$ cat config.mk
export PLATFORM = sky130hd
export DESIGN_NAME = fpcc_queue
export DESIGN_NICKNAME = d
export VERILOG_FILES = /design/src/rtl/fpcc_pkg.sv /design/src/rtl/fpcc_pick.sv /design/src/rtl/fpcc_excpt.sv /design/src/rtl/fpcc_cond.sv /design/src/rtl/fpcc_queue.sv
export SDC_FILE = /design/constraint.sdc
export NUM_CORES = 1
export LEC_CHECK = 0
export BUFFER_PORTS_ARGS = -buffer_cell sky130_fd_sc_hd__buf_2
export CAP_MARGIN = 20
export CORE_UTILIZATION = 41
export CTS_CLUSTER_DIAMETER = 200
export CTS_CLUSTER_SIZE = 25
export DETAILED_ROUTE_END_ITERATION = 8
export GPL_TIMING_DRIVEN = 0
export PLACE_DENSITY_LB_ADDON = 0.12
export SLEW_MARGIN = 20
export SYNTH_ARGS = -nofsm -noshare
export SYNTH_HDL_FRONTEND = slang
export SYNTH_SLANG_ARGS = --single-unit
$ cat constraint.sdc
create_clock -name clk -period 0.8 [get_ports clk]
set_input_delay 0.08 -clock clk [delete_from_list [all_inputs] [get_ports clk]]
set_output_delay 0.08 -clock clk [all_outputs]
set_load 0.1 [all_outputs]
$ cat src/rtl/fpcc_pkg.sv
package fpcc_pkg;
   localparam int SEL_W = 5;
   localparam int REL_W = 3;

   typedef enum logic [REL_W-1:0] {
      REL_GT = 3'd0,
      REL_LT = 3'd1,
      REL_EQ = 3'd2,
      REL_UN = 3'd3
   } rel_e;
endpackage

$ cat src/rtl/fpcc_pick.sv
module fpcc_pick
   import fpcc_pkg::*;
(
   input  logic [REL_W-1:0] rel_i,
   input  logic [SEL_W-1:0] sel_i,
   input  logic             snan_i,
   output logic             res_o,
   output logic             legal_o,
   output logic             invalid_o
);
   always_comb begin
      res_o     = 1'b0;
      legal_o   = 1'b1;
      invalid_o = 1'b0;
      case (rel_i)
         REL_GT: res_o = sel_i[4];
         REL_LT: res_o = sel_i[3];
         REL_EQ: res_o = sel_i[2];
         REL_UN: begin
            res_o     = sel_i[1];
            // signalling compares trap on any NaN, quiet ones only on SNaN
            invalid_o = sel_i[0] | snan_i;
         end
         default: legal_o = 1'b0;
      endcase
   end
endmodule

$ cat src/rtl/fpcc_excpt.sv
module fpcc_excpt #(
   parameter int WORD_W     = 32,
   parameter int V_ENA_POS  = 4,
   parameter int V_FLAG_POS = 31,
   parameter int TRAP_POS   = 6
) (
   input  logic [WORD_W-1:0] word_i,
   input  logic              raise_i,
   output logic [WORD_W-1:0] word_o,
   output logic              trap_o
);
   generate
      if (V_ENA_POS >= WORD_W || V_FLAG_POS >= WORD_W || TRAP_POS >= WORD_W) begin : g_bad
         $error("fpcc_excpt: exception bit outside status word");
      end
   endgenerate

   always_comb begin
      word_o = word_i;
      trap_o = 1'b0;
      if (raise_i) begin
         if (word_i[V_ENA_POS]) begin
            word_o[TRAP_POS] = 1'b1;
            trap_o           = 1'b1;
         end else begin
            word_o[V_FLAG_POS] = 1'b1;
         end
      end
   end
endmodule

$ cat src/rtl/fpcc_cond.sv
module fpcc_cond #(
   parameter int WORD_W  = 32,
   parameter int C_POS   = 26,
   parameter int CQ_LEN  = 11,
   parameter int CA0_POS = 21,
   parameter int Y_W     = 3
) (
   input  logic [WORD_W-1:0] word_i,
   input  logic [Y_W-1:0]    y_i,
   input  logic              res_i,
   output logic [WORD_W-1:0] word_o
);
   localparam int CQ_LO  = C_POS - CQ_LEN;
   localparam int Y_MAX  = (1 << Y_W) - 1;
   localparam int CA_LO  = CA0_POS - (Y_MAX - 1);

   generate
      if (C_POS >= WORD_W || CQ_LO < 0) begin : g_bad_q
         $error("fpcc_cond: queue does not fit in status word");
      end
      if (CA_LO < 0 || CA0_POS >= WORD_W || (CA0_POS >= C_POS && CA_LO <= C_POS)) begin : g_bad_t
         $error("fpcc_cond: targeted range invalid or covers primary bit");
      end
   endgenerate

   logic queued;
   assign queued = (y_i == '0);

   for (genvar i = 0; i < WORD_W; i++) begin : g_bit
      localparam int YHIT = CA0_POS - i + 1;
      logic hit;
      if (YHIT >= 1 && YHIT <= Y_MAX) begin : g_tgt
         assign hit = (y_i == YHIT[Y_W-1:0]);
      end else begin : g_not
         assign hit = 1'b0;
      end

      if (i == C_POS) begin : g_c
         assign word_o[i] = (queued || hit) ? res_i : word_i[i];
      end else if (i >= CQ_LO && i < C_POS) begin : g_q
         assign word_o[i] = queued ? word_i[i+1] : (hit ? res_i : word_i[i]);
      end else begin : g_o
         assign word_o[i] = hit ? res_i : word_i[i];
      end
   end
endmodule

$ cat src/rtl/fpcc_queue.sv
module fpcc_queue
   import fpcc_pkg::*;
#(
   parameter int WORD_W     = 32,
   parameter int C_POS      = 26,
   parameter int CQ_LEN     = 11,
   parameter int CA0_POS    = 21,
   parameter int Y_W        = 3,
   parameter int V_ENA_POS  = 4,
   parameter int V_FLAG_POS = 31,
   parameter int TRAP_POS   = 6
) (
   input  logic              clk,
   input  logic              rst_n,
   input  logic              upd_i,
   input  logic [2:0]        rel_i,
   input  logic [4:0]        sel_i,
   input  logic [Y_W-1:0]    y_i,
   input  logic              snan_i,
   input  logic [WORD_W-1:0] word_i,
   output logic [WORD_W-1:0] word_o,
   output logic              valid_o,
   output logic              err_o,
   output logic              trap_o
);
   logic              res, legal, invalid, trap_n;
   logic [WORD_W-1:0] w_exc, w_cond, w_next;

   fpcc_pick u_pick (
      .rel_i    (rel_i),
      .sel_i    (sel_i),
      .snan_i   (snan_i),
      .res_o    (res),
      .legal_o  (legal),
      .invalid_o(invalid)
   );

   fpcc_excpt #(
      .WORD_W    (WORD_W),
      .V_ENA_POS (V_ENA_POS),
      .V_FLAG_POS(V_FLAG_POS),
      .TRAP_POS  (TRAP_POS)
   ) u_excpt (
      .word_i (word_i),
      .raise_i(invalid),
      .word_o (w_exc),
      .trap_o (trap_n)
   );

   fpcc_cond #(
      .WORD_W (WORD_W),
      .C_POS  (C_POS),
      .CQ_LEN (CQ_LEN),
      .CA0_POS(CA0_POS),
      .Y_W    (Y_W)
   ) u_cond (
      .word_i(w_exc),
      .y_i   (y_i),
      .res_i (res),
      .word_o(w_cond)
   );

   assign w_next = legal ? w_cond : word_i;

   always_ff @(posedge clk or negedge rst_n) begin
      if (!rst_n) begin
         word_o  <= '0;
         valid_o <= 1'b0;
         err_o   <= 1'b0;
         trap_o  <= 1'b0;
      end else begin
         valid_o <= upd_i;
         if (upd_i) begin
            word_o <= w_next;
            err_o  <= ~legal;
            trap_o <= legal & trap_n;
         end
      end
   end

   // one strobe per update, one cycle later
   p_valid_follows_r8: assert property (@(posedge clk) disable iff (!rst_n)
      upd_i |=> valid_o);
   p_valid_single_r8: assert property (@(posedge clk) disable iff (!rst_n)
      !upd_i |=> !valid_o);
   p_hold_r8: assert property (@(posedge clk) disable iff (!rst_n)
      !upd_i |=> $stable(word_o) && $stable(err_o) && $stable(trap_o));
   // illegal relation passes the word through
   p_illegal_keeps_r7: assert property (@(posedge clk) disable iff (!rst_n)
      (upd_i && rel_i > 3'd3) |=> err_o && !trap_o && (word_o == $past(word_i)));
   // old primary bit lands at the queue head
   p_queue_head_r3: assert property (@(posedge clk) disable iff (!rst_n)
      (upd_i && rel_i <= 3'd3 && y_i == '0) |=> word_o[C_POS-1] == $past(word_i[C_POS]));
   // targeted write never touches the primary bit
   p_target_keeps_c_r2: assert property (@(posedge clk) disable iff (!rst_n)
      (upd_i && rel_i <= 3'd3 && y_i != '0) |=> word_o[C_POS] == $past(word_i[C_POS]));
   // a reported trap is always recorded in the word
   p_trap_marked_r5: assert property (@(posedge clk) disable iff (!rst_n)
      trap_o |-> word_o[TRAP_POS]);
endmodule

==> out/metrics.yaml <==
status: "finished with violations"
failed_checks: "negative hold slack, negative setup slack"
dr_total_vias: 1657
critPathSlowestCell: "dfrtp_4"
syn_area_per_cell_um2: 11.4
cts_buffers: 5
fin_ws_ns: -0.246
period_minus_slack_ns: 1.05
synth_cell_types: 34
clkLatencyLatePin_ns: 0.29
grt_pass1_vias: 1662
track_usage: 0.252
via_per_inst: 5.54
cp_num_buf_inv: 1
layout_common_cells: "buf_2, buf_12, dfrtp_4"
power.leakage_uw: 0.00138
num_rows: 22
hold_class: "in2async"
cp_max_fo: 2
total_power_uw: 6580
synth-main-ff-cell: "dfrtp_1"
ys_async_sr_fraction: 1.00
drv_cap: 0
dp.cells: 274
cp_cell_sequence: "buf_12"
clk_pin_slew_worst_paths_ns: 0.07
synth_edf_count: 0
hold_ws_ns: -0.134
start_util: 0.443
cts.sinks: 35
seq_area_frac_synth: 0.520
grt_max_degree: 36
rsz0062_at_grt: "true"
finalWirelength_um: 5480
fmax_ghz: 0.956
synth_area_mm2: 0.00168
nFillCells: 185
fin_worst_skew_ns: 0
layout_commonest_cell: "buf_2"
fin_tns_setup_ns: -10.27
cp_data_arrival_time_ns: 0.97
h-tree-depth: 2
diodes: 0
synth_cells: 148
slowest_delay_ns: 0.50
area_growth_pct: 94.2
grt_pass1_wl_um: 8050
reg2reg_setup_slack_ns: -0.10
crit_path_start_kind: "register"
io_buffers: 78
gp_congestion: 0.790
final_antenna_net_count: 0
r2r-end: "word_o[18]"
fin_crit_sh: 1.31
final-max-slew-violation-count: 0
crit_type: "reg2out"
hold_buffers: 1
p_per_area_mw_per_mm2: 2010
regArea_um2: 978
clockBufferDepth: 2
root_buffer: "clkbuf_8"
first_pass_iters: 4
die_w_um: 66.1
peakVddDrop_v: 0.00173
critPathTopFamily: "flip-flops"
hold_viol_final: 35
wl_per_cell_um: 18.3
syn_nets: 195
rr_worst_depth: 3
r2r-start: "word_o[18]"
slew_headroom: 0.480
cts_tree: "built"
worstSetupEndpointType: "primary output"
hpwl_um: 3190
grt_overflow_total: 0
tightest_slew_ns: 0.780
multi_input_area_um2: 906
final_cells: 299
drive_gt1_frac: 0.777
ys_warn_count: 0
drt_iter0_drc: 119
dieArea_mm2: 0.00437
fp.dieH_um: 66.1
drc: 0
yosys_register_bits: 35
core_area_mm2: 0.00380
final_nets: 297
ios: 82
antenna_found_initial: 0
setup_violations: 67
cp.required_ns: 0.72
==> synthesized netlist by cell type (2+ instances only) <==
master | n | area, um^2
nor4b_1 | 2 | 17.5
nor2_1 | 13 | 48.8
nor3b_1 | 2 | 15.0
nor3_1 | 2 | 10.0
dfrtp_1 | 35 | 876
mux2_2 | 20 | 225
nor4_1 | 4 | 25.0
o211ai_1 | 3 | 22.5
inv_1 | 4 | 15.0
o22a_1 | 2 | 17.5
o21ai_0 | 4 | 20.0
clkbuf_1 | 4 | 15.0
o2bb2ai_1 | 3 | 26.3
a21oi_1 | 8 | 40.0
buf_6 | 2 | 22.5
buf_2 | 6 | 30.0
nand2_1 | 5 | 18.8
nand2b_1 | 3 | 18.8
mux2i_1 | 7 | 70.1
o221ai_1 | 2 | 17.5
o22ai_1 | 3 | 18.8
a31oi_1 | 2 | 12.5
==> what timing repair did <==
item | CTS | global route
cloned | 1 | 0
endpoints found under the setup margin | 68 | 69
resized for setup | 155 | 29
pin swaps | 16 | 12
buffers inserted | 11 | 4
endpoints found under the hold margin | 36 | 35
==> worst max-delay path by stage <==
stage	start	endpoint	slack (ns)	cells past startpoint
2_1_floorplan	y_i[2]	word_o[20]	-0.40	6
3_3_place_gp	rel_i[2]	word_o[25]	-0.53	6
3_5_place_dp	rel_i[2]	word_o[25]	-0.54	6
4_1_cts	word_o[4]	word_o[4]	-0.24	1
5_1_grt	word_o[9]	word_o[9]	-0.26	1
6_report	word_o[18]	word_o[18]	-0.25	1
==> routing by layer <==
layer | vias up | share of wire | track usage
met1 | 834 | 0.40 | 0.303
met4 | 0 | 0.020 | 0.104
met5 | - | 0 | 0
li1 | 745 | - | -
met3 | 11 | 0.047 | 0.0483
met2 | 67 | 0.53 | 0.438
==> registers in the layout, summed over array words and instances, names as in the netlist <==
register,cells
valid_o,1
err_o,1
trap_o,1
word_o,32
==> power by group <==
part           leakage, uW  total (uW)  internal, uW  switching, uW
logic             0.000954        2900          1100           1790
registers         0.000377        2240          2030            204
clock network    0.0000505        1450           783            665
==> per-stage QoR <==
| step | utilization | worst slack (ns) | area, um^2 |
|---|---|---|---|
| 2_1_floorplan | - | -0.401 | 1860 |
| 3_3_place_gp | 0.608 | -0.529 | 2310 |
| 3_5_place_dp | 0.608 | -0.540 | 2310 |
| 4_1_cts | 0.825 | -0.243 | 3140 |
| 5_1_grt | 0.861 | -0.264 | 3270 |
| 6_report | 0.861 | -0.246 | 3270 |
==> layout make-up <==
type                       instances  share of cell area
multi-input combinational         97               0.277
clock buffer                       7              0.0295
tap                               48              0.0184
buffer                            12              0.0394
sequential                        35               0.299
clock inverter                     1             0.00230
inverter                           4             0.00459
timing repair buffer              95               0.330
==> cell families after synthesis <==
| family | Yosys count | share of synthesized area |
|---|---|---|
| AND/OR/NAND/NOR | 39 | 0.131 |
| multiplexers | 27 | 0.175 |
| buffers and inverters | 16 | 0.0490 |
| AO/OA/AOI/OAI | 31 | 0.125 |
| flip-flops | 35 | 0.520 |
Note: power is estimated with default switching activity, not from simulation.
